===== src/rtl/tmr_pkg.sv =====
package tmr_pkg;

    localparam int OFF_CTRL  = 'h00;
    localparam int OFF_COUNT = 'h04;
    localparam int OFF_TERM  = 'h08;
    localparam int OFF_START = 'h4C;

    localparam int BIT_FLAG = 7;
    localparam int BIT_IE   = 6;

    typedef enum logic [1:0] {
        SRC_OFF  = 2'd0,
        SRC_SYS  = 2'd1,
        SRC_FIX  = 2'd2,
        SRC_RSVD = 2'd3
    } clk_src_e;

    typedef enum logic [1:0] {
        FLG_IDLE = 2'd0,
        FLG_PEND = 2'd1,
        FLG_SEEN = 2'd2
    } flag_state_e;

endpackage


===== src/rtl/tmr_prescale.sv =====
module tmr_prescale #(
    parameter int PS_W = 3
) (
    input  logic            clk,
    input  logic            rst_n,
    input  logic            src_en_i,
    input  logic [PS_W-1:0] ps_i,
    input  logic            restart_i,
    output logic            tick_o
);
    localparam int DIV_W = (2 ** PS_W) - 1;

    logic [DIV_W-1:0] div_q;
    logic [DIV_W-1:0] lim;

    // terminal divider value: 2^ps - 1 as a thermometer code
    always_comb begin
        lim = '0;
        for (int i = 0; i < DIV_W; i++) begin
            lim[i] = (i < int'(ps_i));
        end
    end

    assign tick_o = src_en_i && (div_q == lim);

    always_ff @(posedge clk) begin
        if (!rst_n || restart_i) begin
            div_q <= '0;
        end else if (src_en_i) begin
            div_q <= tick_o ? '0 : div_q + 1'b1;
        end
    end

    p_restart_r3: assert property (@(posedge clk) disable iff (!rst_n)
        restart_i |=> (div_q == '0));

    p_div_bound_r3: assert property (@(posedge clk) disable iff (!rst_n)
        (div_q <= lim));

endmodule


===== src/rtl/tmr_count.sv =====
module tmr_count #(
    parameter int CNT_W = 16
) (
    input  logic             clk,
    input  logic             rst_n,
    input  logic             tick_i,
    input  logic             load_i,
    input  logic [CNT_W-1:0] start_i,
    input  logic [CNT_W-1:0] term_i,
    output logic [CNT_W-1:0] cnt_o,
    output logic             ovf_o
);
    logic [CNT_W-1:0] cnt_q;
    logic             at_term;

    assign at_term = (cnt_q == term_i);
    assign ovf_o   = tick_i && !load_i && at_term;
    assign cnt_o   = cnt_q;

    always_ff @(posedge clk) begin
        if (!rst_n) begin
            cnt_q <= '0;
        end else if (load_i) begin
            cnt_q <= start_i;
        end else if (tick_i) begin
            cnt_q <= at_term ? start_i : cnt_q + 1'b1;
        end
    end

    p_load_r6: assert property (@(posedge clk) disable iff (!rst_n)
        load_i |=> (cnt_o == $past(start_i)));

    p_wrap_r4: assert property (@(posedge clk) disable iff (!rst_n)
        ovf_o |=> (cnt_o == $past(start_i)));

    p_step_r4: assert property (@(posedge clk) disable iff (!rst_n)
        (tick_i && !load_i && (cnt_o != term_i)) |=> (cnt_o == $past(cnt_o) + 1'b1));

    p_hold_r2: assert property (@(posedge clk) disable iff (!rst_n)
        (!tick_i && !load_i) |=> $stable(cnt_o));

endmodule


===== src/rtl/tmr_flag.sv =====
module tmr_flag
    import tmr_pkg::*;
(
    input  logic clk,
    input  logic rst_n,
    input  logic ovf_i,
    input  logic ctrl_rd_i,
    input  logic clr_req_i,
    output logic flag_o
);
    flag_state_e state_q, state_d;

    always_ff @(posedge clk) begin
        if (!rst_n) state_q <= FLG_IDLE;
        else        state_q <= state_d;
    end

    always_comb begin
        state_d = state_q;
        unique case (state_q)
            FLG_IDLE: if (ovf_i)          state_d = FLG_PEND;
            FLG_PEND: if (ctrl_rd_i)      state_d = FLG_SEEN;
            FLG_SEEN: if (ovf_i)          state_d = FLG_SEEN;
                      else if (clr_req_i) state_d = FLG_IDLE;
            default:                      state_d = FLG_IDLE;
        endcase
    end

    assign flag_o = (state_q != FLG_IDLE);

    p_set_r5: assert property (@(posedge clk) disable iff (!rst_n)
        ovf_i |=> flag_o);

    p_set_wins_r8: assert property (@(posedge clk) disable iff (!rst_n)
        (ovf_i && clr_req_i) |=> flag_o);

    p_clear_needs_read_r7: assert property (@(posedge clk) disable iff (!rst_n)
        (flag_o && clr_req_i && !$past(ctrl_rd_i) && (state_q == FLG_PEND)) |=> flag_o);

endmodule


===== src/rtl/ovf_alarm_timer.sv =====
module ovf_alarm_timer
    import tmr_pkg::*;
#(
    parameter int CNT_W  = 16,
    parameter int PS_W   = 3,
    parameter int ADDR_W = 8,
    parameter int DATA_W = 32
) (
    input  logic              clk,
    input  logic              rst_n,
    input  logic              tick_fixed,
    input  logic              bus_valid,
    input  logic              bus_write,
    input  logic [ADDR_W-1:0] bus_addr,
    input  logic [DATA_W-1:0] bus_wdata,
    output logic [DATA_W-1:0] bus_rdata,
    output logic              irq
);
    localparam int CS_LO = PS_W;
    localparam int CS_HI = PS_W + 1;

    logic [PS_W-1:0]   ps_q;
    clk_src_e          src_q;
    logic              ie_q;
    logic [CNT_W-1:0]  term_q;
    logic [CNT_W-1:0]  start_q;
    logic [DATA_W-1:0] rdata_q;
    logic [DATA_W-1:0] rd_mux;
    logic              irq_q;

    logic wr, rd, sel_ctrl, sel_cnt, sel_term, sel_start;
    logic restart, src_en, tick, ovf, flag;
    logic [CNT_W-1:0] cnt;
    logic [PS_W-1:0]  wr_ps;
    clk_src_e         wr_src;
    logic             unused_wbits;

    assign wr        = bus_valid && bus_write;
    assign rd        = bus_valid && !bus_write;
    assign sel_ctrl  = (bus_addr == ADDR_W'(OFF_CTRL));
    assign sel_cnt   = (bus_addr == ADDR_W'(OFF_COUNT));
    assign sel_term  = (bus_addr == ADDR_W'(OFF_TERM));
    assign sel_start = (bus_addr == ADDR_W'(OFF_START));

    assign wr_ps   = bus_wdata[PS_W-1:0];
    assign wr_src  = clk_src_e'(bus_wdata[CS_HI:CS_LO]);
    assign restart = wr && sel_ctrl && ((wr_ps != ps_q) || (wr_src != src_q));

    assign unused_wbits = ^{bus_wdata[DATA_W-1:CNT_W], bus_wdata[5]};

    always_ff @(posedge clk) begin
        if (!rst_n) begin
            ps_q    <= '0;
            src_q   <= SRC_OFF;
            ie_q    <= 1'b0;
            term_q  <= {CNT_W{1'b1}};
            start_q <= '0;
        end else if (wr) begin
            if (sel_ctrl) begin
                ps_q  <= wr_ps;
                src_q <= wr_src;
                ie_q  <= bus_wdata[BIT_IE];
            end
            if (sel_term)  term_q  <= bus_wdata[CNT_W-1:0];
            if (sel_start) start_q <= bus_wdata[CNT_W-1:0];
        end
    end

    always_comb begin
        case (src_q)
            SRC_SYS: src_en = 1'b1;
            SRC_FIX: src_en = tick_fixed;
            default: src_en = 1'b0;
        endcase
    end

    tmr_prescale #(.PS_W(PS_W)) u_prescale (
        .clk       (clk),
        .rst_n     (rst_n),
        .src_en_i  (src_en),
        .ps_i      (ps_q),
        .restart_i (restart),
        .tick_o    (tick)
    );

    tmr_count #(.CNT_W(CNT_W)) u_count (
        .clk     (clk),
        .rst_n   (rst_n),
        .tick_i  (tick),
        .load_i  (wr && sel_cnt),
        .start_i (start_q),
        .term_i  (term_q),
        .cnt_o   (cnt),
        .ovf_o   (ovf)
    );

    tmr_flag u_flag (
        .clk       (clk),
        .rst_n     (rst_n),
        .ovf_i     (ovf),
        .ctrl_rd_i (rd && sel_ctrl),
        .clr_req_i (wr && sel_ctrl && !bus_wdata[BIT_FLAG]),
        .flag_o    (flag)
    );

    always_comb begin
        rd_mux = '0;
        if (sel_ctrl) begin
            rd_mux[PS_W-1:0]    = ps_q;
            rd_mux[CS_HI:CS_LO] = src_q;
            rd_mux[BIT_IE]      = ie_q;
            rd_mux[BIT_FLAG]    = flag;
        end else if (sel_cnt) begin
            rd_mux[CNT_W-1:0] = cnt;
        end else if (sel_term) begin
            rd_mux[CNT_W-1:0] = term_q;
        end else if (sel_start) begin
            rd_mux[CNT_W-1:0] = start_q;
        end
    end

    always_ff @(posedge clk) begin
        if (!rst_n) begin
            rdata_q <= '0;
            irq_q   <= 1'b0;
        end else begin
            if (rd) rdata_q <= rd_mux;
            irq_q <= flag && ie_q;
        end
    end

    assign bus_rdata = rdata_q;
    assign irq       = irq_q;

    p_irq_r9: assert property (@(posedge clk) disable iff (!rst_n)
        irq |-> $past(flag && ie_q));

    p_irq_follow_r9: assert property (@(posedge clk) disable iff (!rst_n)
        (flag && ie_q) |=> irq);

    p_stop_r2: assert property (@(posedge clk) disable iff (!rst_n)
        ((src_q == SRC_OFF) || (src_q == SRC_RSVD)) |-> !tick);

endmodule


===== config.mk =====
export PLATFORM = sky130hd
export DESIGN_NAME = ovf_alarm_timer
export DESIGN_NICKNAME = d
export VERILOG_FILES = /design/src/rtl/tmr_pkg.sv /design/src/rtl/tmr_prescale.sv /design/src/rtl/tmr_count.sv /design/src/rtl/tmr_flag.sv /design/src/rtl/ovf_alarm_timer.sv
export SDC_FILE = /design/constraint.sdc
export NUM_CORES = 1
export LEC_CHECK = 0
export CAP_MARGIN = 30
export CORE_MARGIN = 2
export CORE_UTILIZATION = 40
export CTS_CLUSTER_SIZE = 14
export DETAILED_ROUTE_END_ITERATION = 10
export GPL_TIMING_DRIVEN = 1
export SYNTH_ARGS = -nofsm -noshare
export SYNTH_HDL_FRONTEND = slang
export SYNTH_SLANG_ARGS = --single-unit

===== constraint.sdc =====
create_clock -name clk -period 4.4 [get_ports clk]
set_input_delay 0.44 -clock clk [delete_from_list [all_inputs] [get_ports clk]]
set_output_delay 0.44 -clock clk [all_outputs]
set_load 0.1 [all_outputs]

==> impl_metrics.csv <==
group,metric,value,unit
die,die_w,108.6,um
final_layout,antenna_cells,0,
sta,fin_crit_sh,63.14,%
pwr,ir_worst_vdd,0.1585,mV
placement,port_buffers,45,
setup_path,path_buf_inv,2,
status,outcome,"complete, no violations",
yosys,seq_area_frac_synth,36.58,%
setup_path,critPathMaxFanout,13,
yosys,syn_area_per_cell,8.077,um2
setup_path,cp-start-kind,"input pin",
die,ios,78,
final_layout,fin_nets,616,
run,drv_cap,0,
die,initial_core_util,40.74,%
drt,drc,0,
setup_path,path_depth,8,
sta,worst_pin_slew,0.9696,ns
sta,hold_viol,0,
grt,grt_usage,21.10,%
setup_path,worst_ep_arrival_time,3.03,ns
sta,rsz0062_at_grt,"false",
setup_path,crit_chain,"clkdlybuf4s50_1 -> nor3b_1 -> and3b_1 -> nand3_1 -> buf_4 -> and2_1 -> mux2i_1 -> o22ai_1",
die,die-area,0.01180,mm2
clock_tree,cts_setup_buffers,0,
drt,wire_per_inst,16.69,um
clock_tree,cts-root-buf,"clkbuf_8",
yosys,synth_cells,542,
sta,period_minus_slack,2.778,ns
clock_tree,cts_resized,0,
sta,setup_viol,0,
hold_path,worst_hold_path_type,"reg2reg",
final_layout,drive_above_1_share,7.343,%
setup_path,cp_slowest_cell,"clkdlybuf4s50_1",
yosys,synth_edf_count,0,
sta,relSlewSlack,35.16,%
die,die_h,108.6,um
clock_tree,path_clk_slew,0.09,ns
grt,overflow,0,
final_layout,stdcell_count,712,
setup_path,crit_type,"in2reg",
yosys,synth_top_area_share,36.58,%
drt,vias,3997,
clock_tree,hold_buffers,0,
yosys,synth_ff_type,"dfxtp_1",
hold_path,holdPathStages,2,
yosys,yosysWarnings,0,
setup_path,cp.required,4.65,ns
setup_path,crit_path_end_kind,"register",
yosys,synth_top_cell_by_area,"dfxtp_1",
clock_tree,cts.path.max_buffers,2,
yosys,synthArstFlopShare,0,%
yosys,ys_seq_elements,80,
final_layout,fin_util,46.89,%
final_layout,area_growth,15.09,%
yosys,synthesis.area,0.004378,mm2
clock_tree,cts_buffers,9,
drt,ant_nets,0,
sta,whs,0.4556,ns
grt,grt_pass1_vias,3654,
placement,placedCellCount,696,
setup_path,worst_path_largest_cell_delay,0.77,ns
placement,gp_congestion,0.9143,
yosys,synth.most_common_cell,"nand2_1",
clock_tree,h-tree-depth,3,
drt,postRouteWirelength,11.88,mm
pwr,leakage,1.771,nW
clock_tree,clk_latency,0.37,ns
yosys,synth_area_leaders,"dfxtp_1 37%, nand2_1 8.5%, xor2_1 4.2%",
placement,dp.final_hpwl,8.648,mm
grt,grt_pass1_wl,19.08,mm
sta,setup_tns,0,ns
pwr,power,1.488,mW
sta,max_freq,359.9,MHz
setup_path,worstRegToRegCells,6,
drt,vias_per_cell,5.614,
die,core,0.01075,mm2
drt,first_iter_violations,350,
pwr,power_density,295.4,mW/mm2
sta,final_max_slew_viol_count,0,
yosys,synth.distinct_cells,65,
clock_tree,cts_sinks,80,
die,std_cell_rows,38,
sta,skew,0.01130,ns
drt,dr.pass1.iters,6,
yosys,synth_top_cells_by_count,"99 x nand2_1, 80 x dfxtp_1, 36 x a21oi_1, 34 x nor2_1, 26 x nand3_1",
final_layout,fillers,1071,
setup_path,cp_top_family,"simple AND/OR/NAND/NOR gates",
grt,grt_max_degree,37,
clock_tree,tritoncts,"done",
grt,antenna_found_initial,0,
-- power breakdown --
group	switching (mW)	total, mW	leakage, nW	internal [mW]
Combinational	0.140	0.184	1.02	0.0438
Clock	0.279	0.574	0.103	0.295
Sequential	0.00288	0.731	0.646	0.728
-- cell families after synthesis --
| family | count (synthesis) | synth area share, % |
|---|---|---|
| adder cells (fa/ha/maj) | 4 | 1.143 |
| AND/OR/NAND/NOR | 224 | 25.26 |
| buffers and inverters | 64 | 7.688 |
| AO/OA/AOI/OAI | 123 | 19.35 |
| flip-flops | 80 | 36.58 |
| multiplexers | 21 | 4.887 |
| XOR/XNOR | 25 | 5.001 |
| other | 1 | 0.08566 |
-- metrics by stage --
step	worst slack, ns	instance area (um2)
6_report	1.622	5039
3_3_place_gp	1.338	4832
5_1_grt	1.437	5039
2_1_floorplan	2.334	4434
3_5_place_dp	1.295	4832
4_1_cts	1.675	5039
-- state kept, by name, indices dropped and copies added, names as in the netlist --
signal and cells:
irq 1, ie_q 1, u_prescale.div_q 7, term_q 16, src_q 2, start_q 16
bus_rdata 16, u_flag.state_q 2, ps_q 3, u_count.cnt_o 16
-- tightest hold or removal path, delay by kind of cell, from the launching register on --
kind | cells | cell delay, ns
AO/OA/AOI/OAI | 1 | 0.05
flip-flops | 1 | 0.31
AND/OR/NAND/NOR | 1 | 0.05
-- per-layer routing --
metal	global-route usage [%]	vias up	share of wire (%)
met1	30.23	1876	47
met2	31.43	159	44
met5	0	-	0
met3	4.244	16	7.4
met4	7.509	0	1.6
li1	-	1946	-
-- placed cells by master, fill, tap and decap left out, drive strengths merged, types with 2 or more instances in the layout --
cell type	instances
nand2b	10
nor2b	7
nand2	99
nor4	6
o2bb2ai	7
nand4	11
a22oi	7
clkdlybuf4s50	45
inv	8
a222oi	9
and3	2
o31a	2
dfxtp	80
nand3	26
o22ai	7
buf	11
mux2i	18
a21oi	37
or3	2
xor2	21
or4	2
nor3	11
a31oi	4
clkbuf	12
xnor2	4
mux2	3
o21ai	13
nor2	35
o21a	3
o211ai	12
nand3b	2
and2	2
a211oi	11
ha	4
conb	16
-- final cells by class --
cell class	instances	area, um2	share of cell area, %
multi-input cells	413	2496	49.54
flip-flops and latches	80	1602	31.79
repair buffers	56	533.0	10.58
well taps	140	175.2	3.477
clock buffers	12	155.1	3.079
clock inverters	4	51.30	1.018
inverters	7	26.28	0.5215
-- worst paths after layout --
| path | startpoint | endpoint | slack (ns) |
|---|---|---|---|
| max | bus_addr[2] | u_count.cnt_o[14]$_SDFFE_PN0P_ | 1.62 |
| min | bus_rdata[7]$_SDFFE_PN0P_ | bus_rdata[7]$_SDFFE_PN0P_ | 0.46 |
| max reg2reg | u_count.cnt_o[10]$_SDFFE_PN0P_ | u_count.cnt_o[14]$_SDFFE_PN0P_ | 1.77 |
| min reg2reg | bus_rdata[7]$_SDFFE_PN0P_ | bus_rdata[7]$_SDFFE_PN0P_ | 0.46 |
No activity file was read; power rests on OpenSTA's default activity.
